**config.mk**
```make
export PLATFORM = sky130hd
export DESIGN_NAME = charrow_buf
export DESIGN_NICKNAME = d
export VERILOG_FILES = /design/src/rtl/charrow_pkg.sv /design/src/rtl/charrow_colctr.sv /design/src/rtl/charrow_store.sv /design/src/rtl/charrow_buf.sv
export SDC_FILE = /design/constraint.sdc
export NUM_CORES = 1
export LEC_CHECK = 0
export ABC_AREA = 0
export CAP_MARGIN = 20
export CORE_MARGIN = 3
export CORE_UTILIZATION = 55
export CTS_BUF_LIST = sky130_fd_sc_hd__clkbuf_8
export DETAILED_ROUTE_END_ITERATION = 10
export PLACE_DENSITY = 0.71
export SLEW_MARGIN = 20
export SYNTH_ARGS = -nofsm -noshare
export SYNTH_HDL_FRONTEND = slang
export SYNTH_HIERARCHICAL = 1
export SYNTH_SLANG_ARGS = --single-unit
```
**constraint.sdc**
```tcl
create_clock -name clk -period 3 [get_ports clk]
set_input_delay 0.75 -clock clk [delete_from_list [all_inputs] [get_ports clk]]
set_output_delay 0.75 -clock clk [all_outputs]
set_load 0.02 [all_outputs]
```
**src/rtl/charrow_pkg.sv**
```systemverilog
package charrow_pkg;
   localparam int LANES = 2;
   typedef enum int unsigned {
      LANE_ATTR = 0,
      LANE_PTR  = 1
   } lane_e;
endpackage

```
**src/rtl/charrow_colctr.sv**
```systemverilog
module charrow_colctr #(
   parameter int WORDS  = 40,
   parameter int ADDR_W = $clog2(WORDS + 1)
) (
   input  logic              clk,
   input  logic              rst_n,
   input  logic              clear,
   input  logic              step,
   output logic [ADDR_W-1:0] col,
   output logic              at_last
);
   localparam logic [ADDR_W-1:0] LAST = ADDR_W'(WORDS - 1);

   if (WORDS < 2) begin : g_bad_words
      $error("charrow_colctr: WORDS must be at least 2");
   end

   assign at_last = (col == LAST);

   always_ff @(posedge clk) begin
      if (!rst_n)           col <= '0;
      else if (clear)       col <= '0;
      else if (step && !at_last) col <= col + 1'b1;
   end


   col_bound_chk: assert property (@(posedge clk) disable iff (!rst_n)
      col <= LAST);


   col_step_chk: assert property (@(posedge clk) disable iff (!rst_n)
      (step && !clear && !at_last) |=> (col == $past(col) + 1'b1));


   col_clear_chk: assert property (@(posedge clk) disable iff (!rst_n)
      clear |=> (col == '0));
endmodule

```
**src/rtl/charrow_store.sv**
```systemverilog
module charrow_store
   import charrow_pkg::*;
#(
   parameter int WORDS  = 40,
   parameter int BYTE_W = 8,
   parameter int ADDR_W = $clog2(WORDS + 1)
) (
   input  logic                    clk,
   input  logic                    rst_n,
   input  logic                    rd_en,
   input  logic [ADDR_W-1:0]       rd_addr,
   input  logic [LANES-1:0]        wr_en,
   input  logic [ADDR_W-1:0]       wr_addr,
   input  logic [BYTE_W-1:0]       wr_byte,
   output logic [LANES*BYTE_W-1:0] rd_word
);
   if (BYTE_W < 1) begin : g_bad_byte
      $error("charrow_store: BYTE_W must be positive");
   end

   for (genvar l = 0; l < LANES; l++) begin : g_lane
      logic [BYTE_W-1:0] cells [WORDS];
      logic [BYTE_W-1:0] q;

      always_ff @(posedge clk) begin
         if (wr_en[l]) cells[wr_addr] <= wr_byte;
      end

      always_ff @(posedge clk) begin
         if (rd_en) q <= cells[rd_addr];
      end

      assign rd_word[l*BYTE_W +: BYTE_W] = q;
   end


   one_lane_chk: assert property (@(posedge clk) disable iff (!rst_n)
      $onehot0(wr_en));


   rd_range_chk: assert property (@(posedge clk) disable iff (!rst_n)
      rd_en |-> (rd_addr < ADDR_W'(WORDS)));


   wr_range_chk: assert property (@(posedge clk) disable iff (!rst_n)
      (|wr_en) |-> (wr_addr < ADDR_W'(WORDS)));
endmodule

```
**src/rtl/charrow_buf.sv**
```systemverilog
module charrow_buf
   import charrow_pkg::*;
#(
   parameter int WORDS  = 40,
   parameter int BYTE_W = 8
) (
   input  logic              clk,
   input  logic              rst_n,
   input  logic              line_start,
   input  logic              char_strobe,
   input  logic              fill_attr,
   input  logic              fill_ptr,
   input  logic [BYTE_W-1:0] mem_data,
   output logic [BYTE_W-1:0] rd_ptr,
   output logic [BYTE_W-1:0] rd_attr,
   output logic              rd_valid
);
   localparam int ADDR_W = $clog2(WORDS + 1);

   logic [ADDR_W-1:0]       col;
   logic                    at_last;
   logic                    started;
   logic                    wr_pend;
   logic [ADDR_W-1:0]       wr_col;
   logic                    rd_en;
   logic [ADDR_W-1:0]       rd_addr;
   logic [LANES-1:0]        wr_en;
   logic [LANES*BYTE_W-1:0] rd_word;
   logic                    strobe_take;

   assign strobe_take = char_strobe && !line_start;

   charrow_colctr #(.WORDS(WORDS), .ADDR_W(ADDR_W)) u_col (
      .clk     (clk),
      .rst_n   (rst_n),
      .clear   (line_start),
      .step    (char_strobe),
      .col     (col),
      .at_last (at_last)
   );

   // read slot: line start fetches column 0, a strobe fetches one column ahead
   always_comb begin
      rd_en   = line_start || (char_strobe && !at_last);
      rd_addr = line_start ? '0 : col + 1'b1;
   end

   // write slot: the cycle that follows an accepted strobe
   always_comb begin
      wr_en = '0;
      wr_en[LANE_ATTR] = wr_pend && fill_attr;
      wr_en[LANE_PTR]  = wr_pend && fill_ptr;
   end

   always_ff @(posedge clk) begin
      if (!rst_n) begin
         started  <= 1'b0;
         rd_valid <= 1'b0;
         wr_pend  <= 1'b0;
         wr_col   <= '0;
      end else begin
         wr_pend <= strobe_take;
         if (strobe_take) wr_col <= col;
         if (line_start) begin
            started  <= 1'b1;
            rd_valid <= 1'b1;
         end else if (char_strobe) begin
            rd_valid <= started && !at_last;
         end
      end
   end

   charrow_store #(.WORDS(WORDS), .BYTE_W(BYTE_W), .ADDR_W(ADDR_W)) u_store (
      .clk     (clk),
      .rst_n   (rst_n),
      .rd_en   (rd_en),
      .rd_addr (rd_addr),
      .wr_en   (wr_en),
      .wr_addr (wr_col),
      .wr_byte (mem_data),
      .rd_word (rd_word)
   );

   assign rd_attr = rd_word[LANE_ATTR*BYTE_W +: BYTE_W];
   assign rd_ptr  = rd_word[LANE_PTR*BYTE_W +: BYTE_W];


   quiet_before_line_chk: assert property (@(posedge clk) disable iff (!rst_n)
      !started |-> !rd_valid);


   line_valid_chk: assert property (@(posedge clk) disable iff (!rst_n)
      line_start |=> rd_valid);


   hold_at_end_chk: assert property (@(posedge clk) disable iff (!rst_n)
      (strobe_take && at_last) |=> (!rd_valid && $stable(rd_ptr) && $stable(rd_attr)));


   no_fill_no_write_chk: assert property (@(posedge clk) disable iff (!rst_n)
      (!fill_attr && !fill_ptr) |-> (wr_en == '0));


   fill_exclusive_chk: assert property (@(posedge clk) disable iff (!rst_n)
      !(fill_attr && fill_ptr));
endmodule

```
# Yosys cells after proc, flatten, opt, wreduce, memory -nomap -nowiden
# Memory sizes are Yosys's and may differ from the RTL's. A register that Yosys moved wholly into a read port is not among the register bits.
# Cells that the tools add are included.
# classes
add_sub_neg,1
n_eq_ne,1
mux,7
bitwise,1
n_reduce_logical,10
# op_table
op,count
$add A6 B1 Y6 const B,1
$eq A6 B6 Y1 const B,1
$mux W1,6
$mux W6,1
$logic_and A1 B1 Y1,5
$logic_not A1 Y1,2
$reduce_bool A2 Y1,1
$reduce_or A2 Y1,1
$logic_or A1 B1 Y1,1
$not A1 Y1,1
# totals
ff_bits,15
ramBits,640
input_bits,14
out_inout_bits,17
memories,2
# memory_table
name,words,width,read_ports,rd_clocked_by_memory_dff,write_ports,line_no,rtl
u_store.g_lane[0].cells,40,8,1,1,1,charrow_store.sv:22,logic [BYTE_W-1:0] cells [WORDS];
u_store.g_lane[1].cells,40,8,1,1,1,charrow_store.sv:22,

# Longest topological paths before layout
# Gate-level depths: netlist (run 1).
# depth
depth_word,5
mapped_depth,11
ltp_nobuf,8

# Modules after synthesis
# Netlist (run 1), hierarchy kept.
# by_module_without_submodules
module,n_inst,cells_each,area_per_inst_um2,seq_area_each_um2
charrow_store,1,1361,25929.9,19698.9
charrow_buf,1,50,457.9,180.2
charrow_colctr,1,34,304.0,120.1

# Worst setup path after synthesis (run 1)
# Ideal clock, no wire load.
# synth_timing
path_kind,input -> register
from,input line_start
to,"register u_store.g_lane[0].q[0], read port of u_store.g_lane[0].cells, data pin"
setup_ns,0.279
arrival_time_ns,2.380
required_ns,2.721
setup_slack_ns,0.341
path_stages,9
cell_sequence,buf_2 > nor2_1 > buf_6 > buf_8 > buf_6 > mux4_2 > mux2_2 > nand2_1 > o41ai_2
# synth_between
elab_chain_len,1
word_cells_on_any_way,2
cone_classes,mux (1); reduce/logical (1)
# synth_lines
element,line_no,rtl
from (decl),charrow_buf.sv:9,"input logic line_start,"
$mux W6,charrow_buf.sv:45,rd_addr = line_start ? '0 : col + 1'b1;
named net rd_addr[0],charrow_buf.sv:26,logic [ADDR_W-1:0] rd_addr;
to (decl),charrow_store.sv:23,logic [BYTE_W-1:0] q;
# The timed path passes the listed nets, and every way through them passes these cells.
# A chain may end at the register's enable or synchronous reset.

# Worst setup path after layout (run 1)
# layout_timing
from,input line_start
to,"register u_store.g_lane[0].q[4], read port of u_store.g_lane[0].cells, data pin"
# The elaborated chain is that of the path after synthesis.

==> results.toml, run 1 <==
[floorplanning]
io-pin-count = 31
die_area_um2 = 51200
core_um2 = 47800
start_util_pct = 55.8
die_y_um = 226
die_w_um = 226
row_count = 80

[setup_path]
startpoint_type = "input pin"
crit_path_end_kind = "flop"
crit_required_ns = 3.49
critical_path_peak_fanout = 16
critPathKind = "in2reg"
cp.arrival_ns = 3.23

[outcome]
outcome = "finished clean"

[place]
dp_hpwl_um = 37500
globalplace.congestion = 0.845
io_buffers = 30
placed_cells = 2200

[yosys]
synth_nets = 1461
syn_inst = 1445
synth_edf_count = 656
ys_ff_latch = 671
ys.warnings.count = 6
synth_ff_type = "edfxtp_1"
syn_area_um2 = 26700
synth_seq_area_share_pct = 74.9
syn_avg_cell_area_um2 = 18.5
synth_cell_type_count = 46
synthArstFlopShare_pct = 0

[clock_tree]
cts_tree = "done"
cts.clk_slew.worst_paths_ns = 0.05
clock_path_buffers = 3
postCtsSetupBuffers = 0
clock_sinks = 671
cts_hold_buf = 0
clockRootBuffer = "clkbuf_8"
cts_htree_levels = 3
numCtsBuffers = 102
post_cts_resized = 0
worst_skew_pair.late_latency_ns = 0.68

[final_layout]
synthToLayoutAreaGrowth_pct = 15.9
n_fill_cell = 3286
final_common_cell = "edfxtp_1"
drive_above_1_share_pct = 23.6
fin_nets = 1705
multi_input_area_um2 = 6160
num_antenna_cells = 0
area.sequential_um2 = 20000
layout_common_cells = "edfxtp_1 (656), mux2i_1 (264), buf_4 (155)"
fin_cells = 2378

[sta]
slew_headroom_pct = 39.6
clock-skew-final_ns = 0.0192
grt_setup_unrepaired = "false"
fin_crit_sh_pct = 91.4
timing.fmax_mhz = 365
tightest_slew_ns = 0.906
hold_viol = 0
drv_slew = 0
period_needed_ns = 2.74
setup_viol = 0

[route]
routed_wl_um = 60500
route.antenna.remaining_nets = 0
via_count = 14252
post_drt_wl_per_cell_um = 25.4
viasPerCell = 5.99
drt_iter0_markers = 1419
drc = 0
first_pass_iters = 5

[power_and_ir_drop]
finalPower_uw = 18100
swShare_pct = 21.7
ir_drop_mv = 0.460
p_comb_share_pct = 5.5
leakage_uw = 0.0107
netSwitchingPower_uw = 3930
clkPwrFrac_pct = 37.4
internal_power_uw = 14200
power_density_nw_per_um2 = 585
seqPwrFrac_pct = 57.1

[grt]
grt_pass1_wl_um = 90600
grt_pass1_vias = 14550
antenna_found_initial = 1
grt-ovfl-total = 0
grt_max_degree = 81
grt.total_usage_pct = 24.1

[min_path]
hp-class = "reg2reg"

[job]
cap_violations = 0
[cells in the mapped netlist, types with 3 or more instances]
master    count  share of area, %
nor2_1       87               1.2
a21oi_1      35              0.66
a22o_1       32               1.1
dfxtp_1      15               1.1
nor2b_1      14              0.33
o22ai_1      17              0.40
mux2i_1     264               9.9
buf_4        16              0.45
a221oi_1     14              0.46
a221oi_2     18               1.0
buf_1         6             0.084
xor2_1        3             0.098
nand3b_1      3             0.084
mux4_2       32               2.7
and2_1        4             0.094
o41ai_2      16              0.98
mux2_2       16              0.68
nand3_1       7              0.13
buf_2        12              0.23
nand2_1      31              0.44
nand2b_1      6              0.14
buf_6        22              0.93
a22oi_1      64               1.8
clkbuf_1     26              0.37
or3b_2        3             0.098
or3_1         3             0.070
edfxtp_1    656                74
[power groups by stage]
stage               Clock [uW]  Combinational, uW  Sequential, uW
floorplan                    0                519           10500
finish                    6760                995           10300
CTS                       6900               1000           10300
global placement             0                978           10500
detailed placement           0                999           10500
global route              7340               1050           10300
[cells by family after synthesis]
family,Yosys count,share of synthesized area [%]
AO/OA/AOI/OAI,203,6.56
XOR/XNOR,4,0.131
adder cells (fa/ha/maj),2,0.0937
buffers and inverters,86,2.17
flip-flops,671,74.9
multiplexers,312,13.3
AND/OR/NAND/NOR,167,2.85
[per-stage QoR]
step                cell area (um^2)  setup WS, ns  hold slack (ns)  setup TNS (ns)  utilization (%)
finish                         30900         0.257            0.469               0             64.7
global route                   30900         0.188            0.485               0             64.7
CTS                            30900         0.273            0.463               0             64.7
detailed placement             29100        -0.459            0.458           -5.00             60.9
global placement               29100        -0.382            0.446           -4.60             60.9
floorplan                      26700         0.341            0.440               0                -
[metal layers]
layer,track usage (%),up-vias,routed length (um)
li1,-,6329,-
met1,32.9,7276,24800
met2,39.3,543,29900
met3,4.84,104,4060
met4,8.54,0,1810
met5,0,-,0
[state kept, by name, indices dropped and copies added (netlist names)]
| register | count |
|---|---|
| u_store/g_lane.cells | 640 |
| u_store/g_lane.q | 16 |
| u_col/col | 6 |
| wr_col | 6 |
| rd_valid | 1 |
| started | 1 |
| wr_pend | 1 |
[worst paths after layout]
path,cells past startpoint,end,start,slack [ns]
worst min register to register,1,started,started,0.47
worst max-delay path,11,u_store/g_lane[0].q[4],line_start,0.26
worst max register to register,11,u_store/g_lane[1].q[5],u_col/col[0],0.26
worst min-delay path,1,started,started,0.47
[layout make-up]
cell class              instances  share of cell area [%]
repair buffers                224                    7.12
clock inverters                76                    1.29
clock buffers                 102                    4.54
multi-input cells             688                    19.9
inverters                       2                  0.0243
flip-flops and latches        671                    64.6
well taps                     615                    2.49
[critical path: stages]
cell and delay (ns):
clkdlybuf4s50_1 0.39, buf_4 0.17, nor2_4 0.17, buf_12 0.18
buf_12 0.19, mux2i_1 0.09, a22o_1 0.26, a221oi_1 0.41
o22ai_1 0.14, buf_4 0.15, o41ai_2 0.30
Note: power is estimated with default switching activity, not from simulation.
==> run 2: changes to the inputs <==
--- a/config.mk
+++ b/config.mk
@@ -11,6 +11,7 @@
 export CORE_UTILIZATION = 55
 export CTS_BUF_LIST = sky130_fd_sc_hd__clkbuf_8
 export DETAILED_ROUTE_END_ITERATION = 10
+export HOLD_SLACK_MARGIN = 0.12
 export PLACE_DENSITY = 0.71
 export SLEW_MARGIN = 20
 export SYNTH_ARGS = -nofsm -noshare
==> results of run 2 <==
No change in the layout: final DEF, timing and power equal those of run 1.
